## src/rtl/cfw_pkg.sv

```systemverilog
`timescale 1ns/1ps
package cfw_pkg;
   typedef enum logic [2:0] {S_IDLE, S_ARM, S_SETUP, S_STREAM, S_TAIL, S_WAIT} cfw_state_e;

   localparam logic [2:0]  OP_WRITE  = 3'b010;
   localparam int          TAIL_N    = 4;

   localparam logic [31:0] W_SYNC    = 32'hAA99_5566;
   localparam logic [31:0] W_NOOP    = 32'h2000_0000;
   localparam logic [31:0] H_CMD     = 32'h3000_8001;
   localparam logic [31:0] C_WCFG    = 32'h0000_0001;
   localparam logic [31:0] H_FAR     = 32'h3000_2001;
   localparam logic [31:0] H_CRC     = 32'h3000_0001;
   localparam logic [31:0] C_CRCBYP  = 32'h0000_DEFC;
   localparam logic [31:0] H_FDRI1   = 32'h3000_4000;
   localparam logic [31:0] H_FDRI2   = 32'h5000_0000;
   localparam logic [31:0] C_DESYNC  = 32'h0000_000D;

   localparam logic [7:0]  ST_BUSY   = 8'hDF;
   localparam logic [7:0]  ST_QUIET  = 8'h9F;
endpackage

```

## src/rtl/cfw_cmd_rom.sv

```systemverilog
`timescale 1ns/1ps
module cfw_cmd_rom
   import cfw_pkg::*;
#(
   parameter bit CRC_BYPASS = 1'b1,
   parameter int IDX_W      = 4,
   parameter int LEN_W      = 8
) (
   input  logic             tail_i,
   input  logic [IDX_W-1:0] idx_i,
   input  logic [31:0]      far_i,
   input  logic [LEN_W-1:0] len_i,
   output logic [31:0]      word_o,
   output logic [IDX_W-1:0] last_o
);
   localparam int SETUP_N = CRC_BYPASS ? 10 : 8;

   initial begin
      assert (SETUP_N <= 2**IDX_W) else $error("IDX_W too small for setup list");
      assert (LEN_W <= 27) else $error("word count field overflows");
   end

   logic [31:0] setup_w;
   logic [31:0] tail_w;

   generate
      if (CRC_BYPASS) begin : g_crc_bypass
         always_comb begin
            case (int'(idx_i))
               0:       setup_w = W_SYNC;
               1:       setup_w = W_NOOP;
               2:       setup_w = H_CMD;
               3:       setup_w = C_WCFG;
               4:       setup_w = H_FAR;
               5:       setup_w = far_i;
               6:       setup_w = H_CRC;
               7:       setup_w = C_CRCBYP;
               8:       setup_w = H_FDRI1;
               9:       setup_w = H_FDRI2 | 32'(len_i);
               default: setup_w = W_NOOP;
            endcase
         end
      end else begin : g_crc_check
         always_comb begin
            case (int'(idx_i))
               0:       setup_w = W_SYNC;
               1:       setup_w = W_NOOP;
               2:       setup_w = H_CMD;
               3:       setup_w = C_WCFG;
               4:       setup_w = H_FAR;
               5:       setup_w = far_i;
               6:       setup_w = H_FDRI1;
               7:       setup_w = H_FDRI2 | 32'(len_i);
               default: setup_w = W_NOOP;
            endcase
         end
      end
   endgenerate

   always_comb begin
      case (int'(idx_i))
         0:       tail_w = H_CMD;
         1:       tail_w = C_DESYNC;
         default: tail_w = W_NOOP;
      endcase
   end

   assign word_o = tail_i ? tail_w : setup_w;
   assign last_o = tail_i ? IDX_W'(TAIL_N - 1) : IDX_W'(SETUP_N - 1);
endmodule

```

## src/rtl/cfw_addr_gen.sv

```systemverilog
`timescale 1ns/1ps
module cfw_addr_gen #(
   parameter int ADDR_W      = 9,
   parameter int LEN_W       = 8,
   parameter int FRAME_WORDS = 41
) (
   input  logic [LEN_W-1:0]  ptr_i,
   input  logic [LEN_W-1:0]  dlen_i,
   output logic [ADDR_W-1:0] addr_o
);
   localparam int DATA_BASE = FRAME_WORDS + 1;

   logic [ADDR_W-1:0] p;
   logic [ADDR_W-1:0] d;

   assign p = ADDR_W'(ptr_i);
   assign d = ADDR_W'(dlen_i);

   // data frames first from DATA_BASE, then the dummy frame from offset 1
   assign addr_o = (ptr_i < dlen_i) ? p + ADDR_W'(DATA_BASE)
                                    : p - d + ADDR_W'(1);
endmodule

```

## src/rtl/cfw_ack_mon.sv

```systemverilog
`timescale 1ns/1ps
module cfw_ack_mon
   import cfw_pkg::*;
#(
   parameter int TO_W = 8
) (
   input  logic            clk,
   input  logic            rst_n,
   input  logic            arm_i,
   input  logic [7:0]      status_i,
   input  logic [TO_W-1:0] limit_i,
   output logic            ack_o,
   output logic            tmo_o
);
   logic [7:0]      st_q;
   logic [TO_W-1:0] cnt_q;

   always_ff @(posedge clk) begin
      if (!rst_n) begin
         st_q  <= ST_QUIET;
         cnt_q <= '0;
      end else begin
         st_q <= status_i;
         if (!arm_i)
            cnt_q <= '0;
         else if (cnt_q != '1)
            cnt_q <= cnt_q + 1'b1;
      end
   end

   assign ack_o = arm_i && (st_q == ST_BUSY) && (status_i == ST_QUIET);
   assign tmo_o = arm_i && !ack_o && (cnt_q >= limit_i);


   tmo_armed_chk: assert property (@(posedge clk) disable iff (!rst_n)
      (tmo_o && limit_i != '0) |-> $past(arm_i));
endmodule

```

## src/rtl/cfg_frame_writer.sv

```systemverilog
`timescale 1ns/1ps
module cfg_frame_writer
   import cfw_pkg::*;
#(
   parameter int ADDR_W      = 9,
   parameter int MAX_FRAMES  = 4,
   parameter int FRAME_WORDS = 41,
   parameter int TO_W        = 8,
   parameter bit CRC_BYPASS  = 1'b1,
   localparam int CNT_W      = $clog2(MAX_FRAMES + 1),
   localparam int LEN_W      = $clog2(FRAME_WORDS * (MAX_FRAMES + 1) + 1)
) (
   input  logic              clk,
   input  logic              rst_n,
   input  logic              start_i,
   input  logic [2:0]        op_sel_i,
   input  logic [31:0]       frame_addr_i,
   input  logic [CNT_W-1:0]  frame_cnt_i,
   input  logic [TO_W-1:0]   timeout_lim_i,
   output logic [ADDR_W-1:0] ram_addr_o,
   input  logic [31:0]       ram_data_i,
   output logic [31:0]       port_data_o,
   output logic              port_en_o,
   output logic              port_wr_o,
   input  logic [7:0]        port_status_i,
   output logic              done_o,
   output logic              err_o
);
   localparam int IDX_W = 4;

   initial begin
      assert (MAX_FRAMES >= 1) else $error("MAX_FRAMES must be at least 1");
      assert (FRAME_WORDS >= 2) else $error("FRAME_WORDS too small");
      assert (FRAME_WORDS * (MAX_FRAMES + 2) + 1 <= 2**ADDR_W)
         else $error("frame RAM address range too small");
      assert (ADDR_W >= LEN_W) else $error("ADDR_W narrower than word counter");
   end

   cfw_state_e       state_q;
   logic [IDX_W-1:0] idx_q;
   logic [LEN_W-1:0] s_q, dlen_q, len_q;
   logic [31:0]      far_q;
   logic             done_q, err_q;

   logic             go, in_tail, ack, tmo;
   logic [31:0]      rom_w;
   logic [IDX_W-1:0] rom_last;
   logic [LEN_W-1:0] ptr;

   assign go = (state_q == S_IDLE) && start_i && (op_sel_i == OP_WRITE)
            && (frame_cnt_i != '0) && (frame_cnt_i <= CNT_W'(MAX_FRAMES));
   assign in_tail = (state_q == S_TAIL);

   cfw_cmd_rom #(.CRC_BYPASS(CRC_BYPASS), .IDX_W(IDX_W), .LEN_W(LEN_W)) u_rom (
      .tail_i (in_tail),
      .idx_i  (idx_q),
      .far_i  (far_q),
      .len_i  (len_q),
      .word_o (rom_w),
      .last_o (rom_last)
   );

   // address leads the port by one cycle to cover the RAM read latency
   assign ptr = (state_q == S_STREAM) ? s_q + LEN_W'(1) : '0;

   cfw_addr_gen #(.ADDR_W(ADDR_W), .LEN_W(LEN_W), .FRAME_WORDS(FRAME_WORDS)) u_addr (
      .ptr_i  (ptr),
      .dlen_i (dlen_q),
      .addr_o (ram_addr_o)
   );

   cfw_ack_mon #(.TO_W(TO_W)) u_ack (
      .clk      (clk),
      .rst_n    (rst_n),
      .arm_i    (state_q == S_WAIT),
      .status_i (port_status_i),
      .limit_i  (timeout_lim_i),
      .ack_o    (ack),
      .tmo_o    (tmo)
   );

   always_ff @(posedge clk) begin
      if (!rst_n) begin
         state_q <= S_IDLE;
         idx_q   <= '0;
         s_q     <= '0;
         dlen_q  <= '0;
         len_q   <= '0;
         far_q   <= '0;
         done_q  <= 1'b0;
         err_q   <= 1'b0;
      end else begin
         case (state_q)
            S_IDLE: if (go) begin
               state_q <= S_ARM;
               far_q   <= frame_addr_i;
               dlen_q  <= LEN_W'(frame_cnt_i * FRAME_WORDS);
               len_q   <= LEN_W'((frame_cnt_i + 1) * FRAME_WORDS);
               done_q  <= 1'b0;
               err_q   <= 1'b0;
            end
            S_ARM: begin
               state_q <= S_SETUP;
               idx_q   <= '0;
            end
            S_SETUP: begin
               if (idx_q == rom_last) begin
                  state_q <= S_STREAM;
                  s_q     <= '0;
               end else begin
                  idx_q <= idx_q + 1'b1;
               end
            end
            S_STREAM: begin
               if (s_q == len_q - LEN_W'(1)) begin
                  state_q <= S_TAIL;
                  idx_q   <= '0;
               end else begin
                  s_q <= s_q + 1'b1;
               end
            end
            S_TAIL: begin
               if (idx_q == rom_last) state_q <= S_WAIT;
               else                   idx_q   <= idx_q + 1'b1;
            end
            S_WAIT: begin
               if (ack) begin
                  state_q <= S_IDLE;
                  done_q  <= 1'b1;
               end else if (tmo) begin
                  state_q <= S_IDLE;
                  err_q   <= 1'b1;
               end
            end
            default: state_q <= S_IDLE;
         endcase
      end
   end

   assign port_en_o   = (state_q == S_SETUP) || (state_q == S_STREAM) || in_tail;
   assign port_wr_o   = (state_q != S_IDLE);
   assign port_data_o = (state_q == S_STREAM) ? ram_data_i
                      : port_en_o ? rom_w : '0;
   assign done_o      = done_q;
   assign err_o       = err_q;


   dir_before_en_chk: assert property (@(posedge clk) disable iff (!rst_n)
      $rose(port_en_o) |-> $past(port_wr_o));

   dir_held_chk: assert property (@(posedge clk) disable iff (!rst_n)
      port_en_o |-> port_wr_o);

   no_spare_read_chk: assert property (@(posedge clk) disable iff (!rst_n)
      (state_q == S_STREAM && s_q != len_q - LEN_W'(1)) |-> (ram_addr_o != '0));

   quiet_wait_chk: assert property (@(posedge clk) disable iff (!rst_n)
      (state_q == S_WAIT) |-> !port_en_o);

   done_on_ack_chk: assert property (@(posedge clk) disable iff (!rst_n)
      $rose(done_o) |-> ($past(port_status_i) == ST_QUIET && $past(port_status_i, 2) == ST_BUSY));

   flag_excl_chk: assert property (@(posedge clk) disable iff (!rst_n)
      !(done_o && err_o));
endmodule

```

## config.mk

```make
export PLATFORM = sky130hd
export DESIGN_NAME = cfg_frame_writer
export DESIGN_NICKNAME = d
export VERILOG_FILES = /design/src/rtl/cfw_pkg.sv /design/src/rtl/cfw_cmd_rom.sv /design/src/rtl/cfw_addr_gen.sv /design/src/rtl/cfw_ack_mon.sv /design/src/rtl/cfg_frame_writer.sv
export SDC_FILE = /design/constraint.sdc
export NUM_CORES = 1
export LEC_CHECK = 0
export BUFFER_PORTS_ARGS = -buffer_cell sky130_fd_sc_hd__buf_2
export CAP_MARGIN = 20
export CORE_UTILIZATION = 30
export DETAILED_ROUTE_END_ITERATION = 16
export HOLD_SLACK_MARGIN = 0.08
export SKIP_CTS_REPAIR_TIMING = 1
export SLEW_MARGIN = 10
export SYNTH_ARGS = -nofsm -noshare
export SYNTH_HDL_FRONTEND = slang
export SYNTH_SLANG_ARGS = --single-unit
```

## constraint.sdc

```tcl
create_clock -name clk -period 3.5 [get_ports clk]
set_input_delay 0.35 -clock clk [delete_from_list [all_inputs] [get_ports clk]]
set_output_delay 0.35 -clock clk [all_outputs]
set_load 0.05 [all_outputs]
```

==> Word level (Yosys, flattened, before mapping) <==
Index checks and enable logic that the tools add are counted.
{ "word_totals": {"ff_bits": 81, "in_bits": 89, "word_cells": 106, "out_inout_bits": 45} }
{ "classes": {"n_lt_le_gt_ge": 3, "mul": 2, "n_addsub": 8, "n_eq_ne": 30, "mux": 27, "reduce_logical": 26} }
{ "op_table": {"columns": ["operator", "count"], "rows": [
  ["32-bit case mux with 9 select lines", 1],
  ["32-bit 2-to-1 mux", 3],
  ["30-bit case mux with 2 select lines", 1],
  ["8-bit 2-to-1 mux", 3],
  ["3-bit 2-to-1 mux", 6],
  ["3-bit case mux with 6 select lines", 1],
  ["8-bit by 1-bit adder with 8-bit output (second input constant)", 2],
  ["4-bit by 3-bit == test with 1-bit output (second input constant)", 4],
  ["8-bit == test (second input constant)", 2],
  ["2-bit inequality test (second input constant)", 8],
  ["8-bit case mux with 2 select lines", 1],
  ["4-bit 2-to-1 mux", 3],
  ["4-bit case mux with 3 select lines", 1],
  ["8-bit by 6-bit adder with 9-bit output (second input constant)", 1],
  ["9-bit by 1-bit adder with 9-bit output (second input constant)", 1],
  ["3-bit by 2-bit == test with 1-bit output (second input constant)", 3],
  ["9-bit 2-to-1 mux", 1],
  ["3-bit AND reduction", 3],
  ["3-bit nonzero test", 3],
  ["8-bit by 8-bit subtractor with 9-bit output", 1],
  ["4-bit by 2-bit == test with 1-bit output (second input constant)", 2],
  ["4-bit == test (second input constant)", 2],
  ["8-bit == test", 1],
  ["8-bit >= comparator", 1],
  ["26 further kinds", 41]
]} }

==> Longest topological paths before layout <==
Gate-level depths: netlist (run 1).
{ "logic_depth": {"word_depth": 9, "depth_mapped": 16, "ltp_nobuf": 14} }

==> Modules after synthesis <==
Synthesis (run 1) repeated with hierarchy kept, for this count alone.
{ "unflattened": {"hier_cells": 788, "hier_area_um2": 5845.6} }
{ "modules_own_cells": {"columns": ["module", "area_per_inst_um2", "cells_per_inst", "seq_area_each_um2", "instances"], "rows": [
  ["cfg_frame_writer", 3597.2, 486, 1241.2, 1],
  ["cfw_ack_mon", 837.1, 94, 320.3, 1],
  ["cfw_addr_gen", 778.2, 94, 0.0, 1],
  ["cfw_cmd_rom", 633.1, 114, 0.0, 1]
]} }

==> Worst setup path before layout (run 1) <==
OpenSTA, ideal clock, no wires.
{ "synth_timing": {"kind": "reg-to-output", "startpoint": "reg state_q[1]", "endpoint": "out ram_addr_o[5]", "path_stages_with_launch": 15, "n_path_buf": 2, "arrival_ns": 3.431, "t_required_ns": 3.150, "path_slack_ns": -0.281, "path_cell_list": "dfxtp_1 clkbuf_1 and3b_1 buf_4 nand2_1 inv_1 ha_1 inv_1 ha_1 inv_1 fa_1 o21bai_1 a21oi_1 xnor2_1 o21ai_0"} }
{ "synth_via": {"elab_chain_len": 5, "elab_cells_between_ends": 7, "classes_between": "3 x add/sub; 1 x order compare; 1 x eq/ne; 2 x mux"} }
{ "synth_lines": {"columns": ["item", "line", "source"], "rows": [
  ["start: declaration", "cfg_frame_writer.sv:39", "cfw_state_e state_q;"],
  ["start signal: assignment", "cfg_frame_writer.sv:84", "state_q <= S_IDLE;"],
  ["start signal: assignment", "cfg_frame_writer.sv:95", "state_q <= S_ARM;"],
  ["start signal: assignment", "cfg_frame_writer.sv:103", "state_q <= S_SETUP;"],
  ["3-bit by 2-bit == test with 1-bit output *", "cfg_frame_writer.sv:64", "assign ptr = (state_q == S_STREAM) ? s_q + LEN_W'(1) : '0;"],
  ["8-bit 2-to-1 mux *", "cfg_frame_writer.sv:64", null],
  ["via ptr[1]", "cfg_frame_writer.sv:48", "logic [LEN_W-1:0] ptr;"],
  ["8-bit by 8-bit subtractor with 9-bit output", "cfw_addr_gen.sv:21", ": p - d + ADDR_W'(1);"],
  ["9-bit by 1-bit adder with 9-bit output", "cfw_addr_gen.sv:21", null],
  ["9-bit 2-to-1 mux *", "cfw_addr_gen.sv:20", "assign addr_o = (ptr_i < dlen_i) ? p + ADDR_W'(DATA_BASE)"],
  ["end: declaration", "cfg_frame_writer.sv:20", "output logic [ADDR_W-1:0] ram_addr_o,"]
]} }
The timed path passes the listed nets; every way through them passes the cells marked *.

==> Worst setup path after layout (run 1) <==
{ "layout_timing": {"startpoint": "reg s_q[1]", "endpoint": "out ram_addr_o[7]"} }
{ "layout_via": {"elab_chain_len": 5, "elab_cells_between_ends": 7, "classes_between": "4 x add/sub; 1 x order compare; 2 x mux"} }
{ "layout_lines": {"columns": ["item", "line", "source"], "rows": [
  ["start: declaration", "cfg_frame_writer.sv:41", "logic [LEN_W-1:0] s_q, dlen_q, len_q;"],
  ["start signal: assignment", "cfg_frame_writer.sv:119", "s_q <= s_q + 1'b1;"],
  ["8-bit by 1-bit adder with 8-bit output *", "cfg_frame_writer.sv:64", null],
  ["8-bit 2-to-1 mux *", "cfg_frame_writer.sv:64", null],
  ["via ptr[1]", "cfg_frame_writer.sv:48", null],
  ["8-bit by 8-bit subtractor with 9-bit output", "cfw_addr_gen.sv:21", null],
  ["9-bit by 1-bit adder with 9-bit output", "cfw_addr_gen.sv:21", null],
  ["9-bit 2-to-1 mux *", "cfw_addr_gen.sv:20", null]
]} }
Marked as above.

==> results.md, run 1 <==
Finish:
- Cells fill around 38% of the core in the end.
- The number of antenna diodes is 0.
- In the final layout, the share of cells above drive strength 1 is about a quarter.
- The final layout contains ~950 nets.
- The relative area change from synthesis to final layout is 23.92%.
- The number of non-filler instances in the completed layout is about 1.0k.
- The number of fillers in the final layout is approximately 1.9k.

GRT:
- The total track usage is approximately 16%.
- The number of global-route vias before repair is between 4k and 5k.
- The first global-routing pass estimated roughly 24 mm of wire.
- The sum of overflow across all layers after global routing is 0.
- The initial antenna violation count is 0.
- The pin count of the biggest net entering global routing is 42.

Clocking:
- The cell at the root of the clock tree is sky130_fd_sc_hd__clkbuf_16.
- The CTS sink count is 78.
- Counting the buffers created by CTS gives 9.
- Clock-pin slew was measured on the worst setup and hold paths at 0.06 ns.
- The insertion delay to the later sink of the worst-skew pair is between 0.3 and 0.4 ns.
- No sink is reached through more buffers than the 2 on the longest clock path.
- The CTS tree is done.
- The maximum level of the CTS H-tree is 3.

Synth:
- The most area-hungry cell type in the Yosys netlist is sky130_fd_sc_hd__dfxtp_1.
- The leading cell type by number of instances after synthesis is sky130_fd_sc_hd__nand2_1.
- In the synthesized netlist, the number of instances is between 600 and 700.
- Counting flops with a built-in enable in the synthesized netlist gives 0.
- During synthesis, Yosys emitted a total of 0 warnings.
- Among all flip-flop cells after synthesis, the most frequent one is sky130_fd_sc_hd__dfxtp_1.
- The netlist uses 58 different library cells.
- The synthesized area per cell is roughly 7.7 um^2.
- Synthesis produced a netlist with a net count of roughly 820.
- The fraction of registers with async set/reset is 0%.
- The synthesized netlist occupies a cell area of between 5000 and 6000 um^2.
- The sequential fraction of the synthesis area is 29.44%.
- Counting flops and latches in the post-synthesis netlist gives roughly 80.
- In the post-synthesis netlist, the biggest area contributors are sky130_fd_sc_hd__dfxtp_1 (29%), sky130_fd_sc_hd__ha_1 (9.7%), sky130_fd_sc_hd__nand2_1 (9.4%).
- The commonest cells after synthesis are sky130_fd_sc_hd__nand2_1 (133), sky130_fd_sc_hd__dfxtp_1 (78), sky130_fd_sc_hd__a21oi_1 (72).
- Of the post-synthesis cell area, the dominant cell type holds between 20% and 30%.

Routing:
- For this run, design rule violations remaining after detail routing come to 0.
- In this run the remaining antenna-violating nets after routing total 0.
- Detailed routing inserted a total of between 5k and 6k vias.
- The pre-antenna-repair detailed-routing pass consisted of 7 iterations.
- The starting DRC count in detailed routing is approximately 200.
- Dividing the detail-routed via count by the number of cells gives 4.937.
- The sum of routed wire length over all layers is roughly 15 mm.
- In the final routed layout, each cell accounts on average for 14.14 um.

Place:
- The instance count after placement with tap cells included is 1021.
- The detailed placement HPWL is roughly 11 mm.
- Before CTS, the worst setup slack after placement is approximately 0.23 ns.
- Input and output buffers added on the ports amount to 133.
- Routability-driven placement finished with a final weighted congestion of about 0.84.

Hold path:
- The tightest min-delay check is of the primary input to flip-flop type.

Worst setup path:
- STA classifies the critical path startpoint as a flip-flop.
- The type of destination of the critical path is an output port.
- The critical path is of the flip-flop to output port type.
- Traced cell by cell, the critical path runs through ha_4 -> nand2_2 -> inv_2 -> ha_4 -> inv_1 -> ha_2 -> inv_2 -> fa_2 -> o21bai_1 -> a21oi_2 -> o21bai_1 -> a21oi_2 -> xor2_1 -> mux2i_2 -> buf_6.
- On the critical path, the stage with the largest delay is an instance of sky130_fd_sc_hd__fa_2.
- The peak fanout along the critical path is 6.
- The worst stage delay on the critical path is between 0.3 and 0.4 ns.
- STA puts the critical path data required time at ~3.2 ns.
- At the worst endpoint, the arrival time is 3.00 ns.

STA:
- The final-report max-slew violation count is 0.
- The total count of hold-check failures in the final report is 0.
- The shortest period the worst path allows is between 3 and 4 ns.
- After layout, the worst path uses 95.85% of the clock period.
- The worst path meets setup with roughly 0.15 ns of slack.
- The tightest hold path in the finished design has a slack of approximately 0.22 ns.
- Setup violations remaining at the end of the flow were counted as 0.
- The slew at the pin closest to its max-slew limit is between 0.6 and 0.7 ns.
- The clock arrives with ~0.007 ns of skew.
- The relative slew slack is 55.85%.
- The maximum clock frequency is around 300 MHz.

Floorplan:
- The vertical die dimension is about 130 um.
- The die width is between 100 and 150 um.
- The die outline area is 18220 um^2.
- For this design the top-level I/O count stands at roughly 130.
- The floorplan step defined a core boundary enclosing 17300 um^2.
- The effective utilization at floorplan is a little under a third.
- The number of cell rows is 48.

Pwr:
- The worst voltage drop across the vdd grid is ~0.19 mV.
- The leakage power figure is between 2 and 3 nW.
- Power spread over the standard cell area amounts to 365.7 nW/um^2.

Run status:
- The run finished with clean final reports.

Flow run:
- Max-cap violations in this run came to 0.
## final timing paths
path / slack [ns] / startpoint / to / cells past startpoint
setup reg to reg: 0.96 / len_q[4] / s_q[3] / 8
hold reg to reg: 0.45 / far_q[5] / far_q[5] / 2
hold / removal: 0.22 / port_status_i[2] / u_ack.st_q[2] / 2
setup / recovery: 0.15 / s_q[1] / ram_addr_o[7] / 15
## stage by stage
| stage | TNS [ns] | total power [W] | area [um^2] |
|---|---|---|---|
| final | 0 | 0.002404 | 6573 |
| after global routing | -0.02545 | 0.002511 | 6573 |
| after CTS | -0.1451 | 0.002424 | 6462 |
| after detailed placement | 0 | 0.001505 | 6178 |
| after global placement | 0 | 0.001502 | 6178 |
| after floorplan | -0.4324 | 0.001349 | 5308 |
## cells by family (layout without fill, tap and decap cells)
group           after synthesis  count (layout)  share of synthesized area, %
simple gates                269             269                         23.54
compound gates              171             171                         21.11
buf+inv                      80             208                         6.770
flops                        78              78                         29.44
fa+ha+maj                    45              45                         11.18
xor+xnor                     32              32                         5.284
mux                          14              14                         2.666
## worst max-delay path: cells and delay by family (launching register included)
family / cells / cell delay [ns]
flip-flops: 1 / 0.37
adder cells (fa/ha/maj): 4 / 1.03
AO/OA/AOI/OAI: 4 / 0.53
multiplexers: 1 / 0.16
buffers and inverters: 4 / 0.34
AND/OR/NAND/NOR: 1 / 0.05
XOR/XNOR: 1 / 0.17
## per-layer routing
layer	vias to the layer above	share of wire, %	GRT usage, %
li1	2635	-	-
met1	2374	46	20.03
met2	127	48	29.07
met3	8	5.0	3.491
met4	0	0.95	4.120
met5	-	0	0
## layout by cell type, fill, tap and decap left out, types with 8 or more instances in the layout
cell type,synthesis,layout
sky130_fd_sc_hd__a21oi_1,72,70
sky130_fd_sc_hd__a221o_1,13,13
sky130_fd_sc_hd__a22o_1,8,8
sky130_fd_sc_hd__and3_1,12,12
sky130_fd_sc_hd__buf_2,5,131
sky130_fd_sc_hd__buf_4,6,23
sky130_fd_sc_hd__clkbuf_16,0,9
sky130_fd_sc_hd__dfxtp_1,78,72
sky130_fd_sc_hd__ha_1,41,38
sky130_fd_sc_hd__inv_1,35,33
sky130_fd_sc_hd__mux2i_1,13,12
sky130_fd_sc_hd__nand2_1,133,132
sky130_fd_sc_hd__nand2b_1,14,14
sky130_fd_sc_hd__nand3_1,15,15
sky130_fd_sc_hd__nor2_1,45,41
sky130_fd_sc_hd__nor2b_1,9,9
sky130_fd_sc_hd__nor3_1,9,8
sky130_fd_sc_hd__o21ai_0,26,25
sky130_fd_sc_hd__xnor2_1,12,12
sky130_fd_sc_hd__xor2_1,20,20
## registers in the layout, indices dropped and copies added, names as in the netlist, 3 cells and up
| register | flops |
|---|---|
| u_ack.cnt_q | 8 |
| idx_q | 4 |
| dlen_q | 6 |
| s_q | 8 |
| far_q | 32 |
| state_q | 3 |
| len_q | 7 |
| u_ack.st_q | 8 |
## report_power, final
group | switching (W) | total, W | internal (W)
Sequential | 0.0000168 | 0.000923 | 0.000907
Combinational | 0.000384 | 0.000566 | 0.000182
Clock | 0.000364 | 0.000915 | 0.000551
## area by class of cell
class,instances,area (um^2),area share (%)
clock buffer,12,236.5,3.598
clock inverter,4,47.55,0.7234
inverter,36,135.1,2.056
multi-input combinational,531,3451,52.50
sequential,78,1574,23.95
tap,225,281.5,4.283
timing repair buffer,156,847.1,12.89
No activity file was read; power rests on OpenSTA's default activity.
==> run 2, diff against run 1 <==
Settings changed: CELL_PAD_IN_SITES_DETAIL_PLACEMENT from default to 1, CELL_PAD_IN_SITES_GLOBAL_PLACEMENT from default to 1, PLACE_DENSITY_LB_ADDON from default to 0.1.
==> run 2 against run 1 <==
Power up 2.9%. Clock skew down 0.00074 ns. Critical path depth down 2. Global-route usage up 2.9 points. Hold slack worse by 0.0045 ns. Sequential share of layout area down 0.46 points. Maximum frequency down 0.30%. Final area up 2.0%. Final cell count up 0.67%. Clock power up 4.7%. Combinational power up 4.4%.
==> results.md, run 2 (synthesis results as in run 1) <==
Run status:
- Run status: finished clean (unchanged).

Worst setup path:
- The type of destination of the critical path was an output port (unchanged).
- The register-to-register setup slack is 0.87 ns (was 0.96 ns).
- The peak fanout along the critical path is 5 (was 6).
- The reg-to-reg critical path endpoint is s_q[3] (unchanged).
- The sort of element at the start of the critical path is a flip-flop (unchanged).
- The start-to-end type of the worst setup path is flip-flop to output port (unchanged).
- The worst path required time came to 3.15 ns (about the same).
- The number of cell instances on the worst register-to-register path is 8 (unchanged).
- The critical path data arrival time is 3.01 ns (was 3.00 ns).
- The launching point of the worst reg2reg path is len_q[4] (unchanged).

Floorplan:
- The core area is 17300 um^2 (unchanged).
- The die width came to 135.0 um (unchanged).
- The die outline area is 18220 um^2 (unchanged).
- The number of top-level design ports is 134 (unchanged).
- The effective utilization at floorplan is 30.66% (unchanged).
- The number of cell rows came to 48 (unchanged).
- The vertical die dimension is 135.0 um (unchanged).

Routing:
- The final routed DRC violation total is 0 (unchanged).
- The via count normalized by instance count was 5.152 (was 4.937).
- The number of nets with antenna violations after routing is 0 (unchanged).
- The total via count after detailed routing is 5404 (was 5144).
- The starting DRC count in detailed routing is 144 (was 199).
- The first-pass iteration count of the detailed router is 5 (was 7).
- The final routed wire length divided by cell count came to 16.93 um (was 14.14 um).
- The sum of routed wire length over all layers was 17.76 mm (was 14.73 mm).

Pwr:
- The total power per unit cell area is 369.1 nW/um^2 (was 365.7 nW/um^2).
- The leakage power figure is 2.923 nW (was 2.877 nW).
- The worst voltage drop across the vdd grid came to 0.2191 mV (was 0.1896 mV).

Flow run:
- The max-capacitance violation count is 0 (unchanged).

STA:
- The final-report max-slew violation count is 0 (unchanged).
- The shortest period the worst path allows was 3.365 ns (was 3.355 ns).
- The maximum clock frequency is 297.2 MHz (was 298.1 MHz).
- The total count of hold-check failures in the final report is 0 (unchanged).
- The slew at the pin closest to its max-slew limit is 0.7569 ns (was 0.6562 ns).
- The sum of negative setup slack is 0 ns (unchanged).
- The clock skew came to 0.006164 ns (was 0.006904 ns).
- The relative slew slack is 49.42% (was 55.85%).
- The final clock period utilization by the worst path is 96.14% (was 95.85%).
- The total of endpoints with negative setup slack in the final report came to 0 (unchanged).

Finish:
- The register with the highest flop count was far_q (unchanged).
- The relative area change from synthesis to final layout is 26.37% (was 23.92%).
- The number of antenna diodes is 0 (unchanged).
- The most common cell after layout, fill and taps aside is sky130_fd_sc_hd__nand2_1 (unchanged).
- The number of fillers in the final layout is 2175 (was 1875).
- The fraction of layout instances using a drive strength above 1 came to 26.09% (was 24.48%).
- The flip-flop count of the largest register, all copies and words added came to 32 (unchanged).
- The number of non-filler instances in the completed layout is 1049 (was 1042).
- Most frequent cells in the layout: sky130_fd_sc_hd__nand2_1 (132), sky130_fd_sc_hd__buf_2 (128), sky130_fd_sc_hd__dfxtp_1 (72) (was sky130_fd_sc_hd__nand2_1 (132), sky130_fd_sc_hd__buf_2 (131), sky130_fd_sc_hd__dfxtp_1 (72)).
- The net total in the final layout was 953 (was 946).

Place:
- The detailed placement HPWL was 13.23 mm (was 10.87 mm).
- The instance count after placement with tap cells included is 1022 (was 1021).
- The global placement routability congestion was 0.8101 (was 0.8379).
- The number of port buffers is 133 (unchanged).

Hold path:
- The type of the most critical hold path is primary input to flip-flop (unchanged).
- The depth of the worst hold-timing path is 2 (unchanged).
- The sink of the worst hold path is u_ack.st_q[7] (was u_ack.st_q[2]).
- The worst hold path startpoint is port_status_i[7] (was port_status_i[2]).

Clocking:
- The CTS tree is done (unchanged).
- The CTS sink count was 78 (unchanged).
- The maximum level of the CTS H-tree was 3 (unchanged).
- The maximum clock path buffer count was 2 (unchanged).
- The insertion delay to the later sink of the worst-skew pair came to 0.34 ns (was 0.33 ns).
- The cell at the root of the clock tree is sky130_fd_sc_hd__clkbuf_16 (unchanged).
- The clock transition time at the flip-flop clock pins of the worst setup and hold paths is 0.06 ns (about the same).
- The total CTS buffers is 9 (unchanged).

GRT:
- The initial antenna violation count came to 0 (unchanged).
- The first-pass GRT wire length is 27.68 mm (was 23.74 mm).
- The number of global-route vias before repair came to 5476 (was 4897).
- The total track usage is 19.35% (was 16.40%).
- The sum of overflow across all layers after global routing is 0 (unchanged).
- The pin count of the biggest net entering global routing is 42 (unchanged).
[run 2: cell types whose count changed in the layout (fill, tap and decap cells not counted), sizes merged]
cell,delta
buf,+7
clkbuf,-2
inv,+2
[run 2: worst max-delay path by stage]
stage                     startpoint            end  depth (start not counted)
after detailed placement      s_q[0]  ram_addr_o[7]                         15
after floorplan           state_q[1]  ram_addr_o[3]                         10
after CTS                     s_q[0]  ram_addr_o[7]                         15
after global placement        s_q[0]  ram_addr_o[7]                         15
final                         s_q[1]  ram_addr_o[8]                         13
after global routing          s_q[0]  ram_addr_o[8]                         13
[run 2: through the flow]
stage,worst slack [ns],total power (W),instance area (um^2),hold WS [ns],util [%]
after floorplan,-0.1110,0.001349,5308,0.4360,-
after global placement,0.2814,0.001515,6211,0.4414,35.91
after detailed placement,0.1761,0.001531,6211,0.4513,35.91
after CTS,-0.1975,0.002498,6509,0.2049,37.63
after global routing,-0.04737,0.002594,6703,0.2057,38.75
final,0.1351,0.002474,6703,0.2130,38.75
[run 2: cell type report]
class / count / area (um^2) / area share [%]
multi-input cells: 531 / 3482 / 51.95
clock inverters: 6 / 68.82 / 1.027
clock buffers: 10 / 229.0 / 3.416
well taps: 225 / 281.5 / 4.200
repair buffers: 163 / 932.1 / 13.91
inverters: 36 / 135.1 / 2.016
flip-flops and latches: 78 / 1574 / 23.48
[run 2: metal layers]
metal	up-vias	routed length [um]	track usage, %	share of wire [%]
met5	-	0	0	0
met4	0	222	4.619	1.3
met3	17	814	4.392	4.6
met2	103	9009	34.42	51
met1	2630	7713	23.45	43
li1	2654	-	-	-
[run 2: worst max-delay path: stages, from the launching register on]
cell	delay (ns)
sky130_fd_sc_hd__dfxtp_4	0.36
sky130_fd_sc_hd__ha_4	0.17
sky130_fd_sc_hd__xnor2_1	0.15
sky130_fd_sc_hd__nor2_2	0.14
sky130_fd_sc_hd__ha_2	0.22
sky130_fd_sc_hd__inv_1	0.07
sky130_fd_sc_hd__fa_2	0.59
sky130_fd_sc_hd__nand2b_1	0.07
sky130_fd_sc_hd__a31oi_1	0.18
sky130_fd_sc_hd__o21bai_1	0.13
sky130_fd_sc_hd__a31oi_1	0.17
sky130_fd_sc_hd__xnor2_1	0.09
sky130_fd_sc_hd__mux2i_1	0.12
sky130_fd_sc_hd__buf_4	0.21
[run 2: report_power, final]
part           switching [W]  internal [W]
sequential         0.0000184      0.000906
clock               0.000400      0.000558
combinational       0.000399      0.000192
